==> src/rtl/sm_pkg.sv <==
package sm_pkg;

    typedef enum logic {
        PATH_SAME = 1'b0,
        PATH_DIFF = 1'b1
    } path_e;

    typedef struct packed {
        path_e path;
        logic  comp_x;
        logic  cin;
        logic  comp_s;
        logic  pick_b_sign;
    } ctl_t;

    function automatic logic eff_sign_b(input logic sign_b, input logic sub);
        return sign_b ^ sub;
    endfunction

    // a_lt_b: magnitude of a is strictly smaller than magnitude of b
    function automatic ctl_t plan_ctl(input logic sa, input logic sb_eff,
                                      input logic a_lt_b);
        ctl_t c;
        c.path        = (sa == sb_eff) ? PATH_SAME : PATH_DIFF;
        c.comp_x      = (c.path == PATH_DIFF);
        c.cin         = (c.path == PATH_DIFF) && a_lt_b;
        c.comp_s      = (c.path == PATH_DIFF) && !a_lt_b;
        c.pick_b_sign = (c.path == PATH_DIFF) && a_lt_b;
        return c;
    endfunction

endpackage

==> src/rtl/sm_mag_cmp.sv <==
module sm_mag_cmp #(
    parameter int M = 4
) (
    input  logic [M-1:0] x,
    input  logic [M-1:0] y,
    output logic         lt
);
    always_comb lt = (x < y);
endmodule

==> src/rtl/sm_mag_adder.sv <==
module sm_mag_adder #(
    parameter int M = 4
) (
    input  logic [M-1:0] x,
    input  logic [M-1:0] y,
    input  logic         comp_x,
    input  logic         cin,
    input  logic         comp_s,
    output logic [M-1:0] sum,
    output logic         cout
);
    logic [M-1:0] x_sel;
    logic [M:0]   raw;

    always_comb begin
        x_sel = comp_x ? ~x : x;
        raw   = {1'b0, x_sel} + {1'b0, y} + {{M{1'b0}}, cin};
        cout  = raw[M];
        sum   = comp_s ? ~raw[M-1:0] : raw[M-1:0];
    end
endmodule

==> src/rtl/sm_out_reg.sv <==
module sm_out_reg #(
    parameter int W = 5
) (
    input  logic         clk,
    input  logic         rst,
    input  logic         load,
    input  logic [W-1:0] d_result,
    input  logic         d_ovf,
    output logic         q_valid,
    output logic [W-1:0] q_result,
    output logic         q_ovf
);
    always_ff @(posedge clk) begin
        if (rst) begin
            q_valid  <= 1'b0;
            q_result <= '0;
            q_ovf    <= 1'b0;
        end else begin
            q_valid <= load;
            if (load) begin
                q_result <= d_result;
                q_ovf    <= d_ovf;
            end
        end
    end

    // strobe follows the load one cycle later
    a_r2_valid_follows: assert property (@(posedge clk) disable iff (rst)
        load |=> q_valid);
    a_r2_valid_idle: assert property (@(posedge clk) disable iff (rst)
        !load |=> !q_valid);
    // output register holds while idle
    a_r9_hold: assert property (@(posedge clk) disable iff (rst)
        !load |=> ($stable(q_result) && $stable(q_ovf)));
endmodule

==> src/rtl/sm_addsub.sv <==
module sm_addsub
    import sm_pkg::*;
#(
    parameter int W = 5
) (
    input  logic         clk,
    input  logic         rst,
    input  logic         in_valid,
    input  logic         op_sub,
    input  logic [W-1:0] a,
    input  logic [W-1:0] b,
    output logic         out_valid,
    output logic [W-1:0] result,
    output logic         overflow
);
    localparam int M = W - 1;

    logic         sa, sb_eff, a_lt_b, cout, zero_mag, res_sign, ovf_d;
    logic [M-1:0] ma, mb, mag;
    ctl_t         ctl;
    logic [W-1:0] res_d;

    always_comb begin
        sa     = a[W-1];
        sb_eff = eff_sign_b(b[W-1], op_sub);
        ma     = a[M-1:0];
        mb     = b[M-1:0];
    end

    sm_mag_cmp #(.M(M)) u_cmp (
        .x  (ma),
        .y  (mb),
        .lt (a_lt_b)
    );

    always_comb ctl = plan_ctl(sa, sb_eff, a_lt_b);

    sm_mag_adder #(.M(M)) u_add (
        .x      (ma),
        .y      (mb),
        .comp_x (ctl.comp_x),
        .cin    (ctl.cin),
        .comp_s (ctl.comp_s),
        .sum    (mag),
        .cout   (cout)
    );

    always_comb begin
        zero_mag = (mag == '0);
        res_sign = ctl.pick_b_sign ? sb_eff : sa;
        res_d    = {res_sign & ~zero_mag, mag};
        ovf_d    = (ctl.path == PATH_SAME) & cout;
    end

    sm_out_reg #(.W(W)) u_oreg (
        .clk      (clk),
        .rst      (rst),
        .load     (in_valid),
        .d_result (res_d),
        .d_ovf    (ovf_d),
        .q_valid  (out_valid),
        .q_result (result),
        .q_ovf    (overflow)
    );

    // operands with opposite effective signs never report overflow
    a_r4_no_overflow: assert property (@(posedge clk) disable iff (rst)
        (in_valid && (a[W-1] != (b[W-1] ^ op_sub))) |=> !overflow);
    // negative zero never appears on the output
    a_r7_no_neg_zero: assert property (@(posedge clk) disable iff (rst)
        out_valid |-> (result != {1'b1, {M{1'b0}}}));
    // on the differing path the magnitude never exceeds the larger input
    a_r4_mag_bound: assert property (@(posedge clk) disable iff (rst)
        (ctl.path == PATH_DIFF) |-> (mag <= (a_lt_b ? mb : ma)));
    // reset leaves an empty output
    a_r8_reset_clear: assert property (@(posedge clk)
        rst |=> (!out_valid && result == '0 && !overflow));
endmodule

==> config.mk <==
export PLATFORM = sky130hd
export DESIGN_NAME = sm_addsub
export DESIGN_NICKNAME = d
export VERILOG_FILES = /design/src/rtl/sm_pkg.sv /design/src/rtl/sm_mag_cmp.sv /design/src/rtl/sm_mag_adder.sv /design/src/rtl/sm_out_reg.sv /design/src/rtl/sm_addsub.sv
export SDC_FILE = /design/constraint.sdc
export NUM_CORES = 1
export LEC_CHECK = 0
export BUFFER_PORTS_ARGS = -buffer_cell sky130_fd_sc_hd__buf_2
export CAP_MARGIN = 20
export CORE_AREA = 5 5 42 44
export CTS_CLUSTER_DIAMETER = 30
export DETAILED_ROUTE_END_ITERATION = 7
export DIE_AREA = 0 0 47 49
export PLACE_DENSITY = 0.81
export SLEW_MARGIN = 10
export SYNTH_ARGS = -nofsm -noshare
export SYNTH_HDL_FRONTEND = slang
export SYNTH_HIERARCHICAL = 1
export SYNTH_SLANG_ARGS = --single-unit
==> constraint.sdc <==
create_clock -name clk -period 4.3 [get_ports clk]
set_clock_uncertainty 0.1 [all_clocks]
set_input_delay 0.43 -clock clk [delete_from_list [all_inputs] [get_ports clk]]
set_output_delay 0.43 -clock clk [all_outputs]
set_load 0.01 [all_outputs]
==> results.json <==
{
  "hold_violations": 0,
  "overflow": 0,
  "wl_per_cell_um": 10.6,
  "slowest_stage": "fa_1",
  "yosysMostFrequentCell": "nor2_1",
  "ant_nets": 0,
  "dp_hpwl_um": 957,
  "max_freq_mhz": 316,
  "critPathTopFamily": "adder cells",
  "leakagePower_nw": 0.399,
  "drv_slew": 0,
  "insertion_delay_ns": 0.25,
  "period_share_pct": 73.6,
  "sw_frac_of_total_pct": 36.0,
  "status": "finished, final reports clean",
  "finalSetupTns_ns": 0,
  "synth-compound-area-share_pct": 8.73,
  "power_density_nw_per_um2": 390,
  "synthArstFlopShare_pct": 0,
  "p_clk_share_pct": 20.3,
  "relSlewSlack_pct": 74.4,
  "io-pin-count": 21,
  "netlist_area_um2": 602,
  "crit_buf_inv": 4,
  "crit_chain": "buf_2 -> inv_1 -> ha_1 -> a2111oi_2 -> or3_1 -> and2_1 -> inv_1 -> fa_1 -> inv_1 -> fa_1 -> xor2_1 -> nor4_1 -> a211oi_1 -> mux2i_1 -> nor2_1",
  "worstPathMaxFanout": 4,
  "antenna_found_initial": 0,
  "die_area_um2": 2300,
  "first_pass_iters": 2,
  "synth_nets": 85,
  "cap_viol_max_count": 0,
  "cts_tree": "yes",
  "num_rows": 14,
  "coreArea_um2": 1400,
  "seq_power_share_pct": 29.1,
  "synth_top_family_by_area": "XOR/XNOR gates",
  "synth_edf_count": 0,
  "cts-resized-gates": 0,
  "area_delta_synth_final_pct": 22.5,
  "fin_cells": 102,
  "grt_max_degree": 8,
  "synth_top_area_share_pct": 23.3,
  "drive_gt1_share_pct": 31.4,
  "yosys.area_share.simple_pct": 12.7,
  "hold_path_class": "input port to flip-flop",
  "pwr-share-comb_pct": 50.6,
  "synthTopCellsByCount": "9 x nor2_1, 7 x dfxtp_1",
  "synth_flop_cell": "dfxtp_1",
  "wirelength_mm": 1.08,
  "p_int_uw": 184,
  "synth_seq_cells": 7,
  "drt-initial-drc-count": 5,
  "cts_buffer_depth": 2,
  "grt_pass1_vias": 478,
  "root_buffer": "clkbuf_4",
  "synthXorXnorAreaFrac_pct": 20.0,
  "grt_pass1_wl_mm": 1.83,
  "synthMuxAreaShare_pct": 9.98,
  "dp.cells": 98,
  "p_switching_uw": 103,
  "setup_viol": 0,
  "clk_pin_slew_ns": 0.05,
  "routedLengthMet1_um": 436,
  "ctsHoldBuffers": 0,
  "synth_fa_ha_area_share_pct": 19.1,
  "yosysWarnings": 6,
  "die_height_um": 49,
  "worst_path_largest_cell_delay_ns": 0.42,
  "h-tree-depth": 1,
  "top_layer_used": "met4",
  "path_common_cell": "inv_1",
  "critPathLaunchType": "input port",
  "max-vdd-ir-drop_v": 0.000123,
  "cp.required_ns": 4.34,
  "nNetsFinal": 109,
  "drt-vias-per-instance": 4.80,
  "crit_type": "input port to flip-flop",
  "synth-seq-area-share_pct": 23.3,
  "synth_cell_types": 22,
  "synth_top_area_cell": "dfxtp_1",
  "cp-end-kind": "flip-flop",
  "die_w_um": 47,
  "initial_core_util_pct": 42.9,
  "rsz0062_at_grt": "false",
  "syn_inst": 63,
  "numPortBuffers": 20,
  "num_vias": 490,
  "post-cts-setup-buffers": 0,
  "synth_area_leaders": "dfxtp_1 23%, ha_1 12%, mux2i_1 10%",
  "drcViolationCount": 0,
  "wl_met3_um": 98,
  "cts.sinks": 7,
  "syn-mean-instance-area_um2": 9.55,
  "routabilityCongestion": 0.739,
  "gr-usage-all-layers_pct": 11.1,
  "cp.arrival_ns": 3.21,
  "cts_buffers": 3,
  "finalCriticalPeriod_ns": 3.17,
  "worst_pin_slew_ns": 0.383,
  "route.met2.wl_um": 506,
  "diodes": 0
}
-- cell usage in the layout (no fill, tap or decap), drive strengths merged, types with 2 or more instances in the layout --
cell    netlist  routed
mux2i         6       6
fa            2       2
and2          2       2
a21o          3       3
clkbuf        0       4
ha            6       6
xor2          5       5
xnor2         6       6
nor2          9       9
dfxtp         7       7
buf           1      20
inv           7       7
-- cells by family after synthesis --
logic type	count (synthesis)
compound gates	6
buf+inv	8
simple gates	16
flops	7
mux	6
fa+ha+maj	8
xor+xnor	12
-- per-stage QoR --
stage / utilization [%] / instance area [um^2] / power [mW] / hold WS, ns / setup WS (ns)
2_1_floorplan: - / 602 / 0.194 / 0.402 / 1.17
3_3_place_gp: 50.7 / 711 / 0.226 / 0.369 / 0.897
3_5_place_dp: 50.7 / 711 / 0.232 / 0.383 / 0.837
4_1_cts: 52.6 / 737 / 0.292 / 0.327 / 1.10
5_1_grt: 52.6 / 737 / 0.316 / 0.349 / 0.836
6_report: 52.6 / 737 / 0.287 / 0.335 / 1.13
-- final cells by class --
| cell class | instances | area (um^2) |
|---|---|---|
| Tap cell | 16 | 20.0 |
| Clock buffer | 4 | 26.3 |
| Timing Repair Buffer | 20 | 100 |
| Fill cell | 154 | 664 |
| Inverter | 7 | 26.3 |
| Multi-Input combinational cell | 48 | 424 |
| Sequential cell | 7 | 140 |
-- metal layers --
metal  track usage, %  vias up
li1                 -      255
met1             12.5      213
met2             17.4       18
met3             1.11        4
met4             9.68        0
met5                0        -
-- power by group through the flow --
stage	combinational, mW	clock, mW	sequential (mW)
after global routing	0.166	0.0657	0.0850
after global placement	0.142	0	0.0839
after floorplan	0.104	0	0.0902
after detailed placement	0.146	0	0.0853
after CTS	0.147	0.0612	0.0839
final	0.145	0.0583	0.0836
-- worst register-to-register path, delay by kind of cell (launching register included) --
kind | cells | cell delay (ns)
DFF | 1 | 0.31
muxes | 1 | 0.13
and+or+nand+nor | 1 | 0.05
-- registers in the layout (all words and copies together), names as in the netlist --
signal	count
u_oreg/q_result	5
u_oreg/q_ovf	1
u_oreg/q_valid	1
-- worst paths after layout --
kind	startpoint	endpoint	slack, ns	cells past startpoint
worst max-delay path	b[1]	u_oreg/q_result[4]	1.13	15
worst min-delay path	rst	u_oreg/q_valid	0.34	2
worst max register to register	u_oreg/q_result[1]	u_oreg/q_result[1]	3.59	2
worst min register to register	u_oreg/q_ovf	u_oreg/q_ovf	0.39	2
Power figures use the tool's default switching activity.
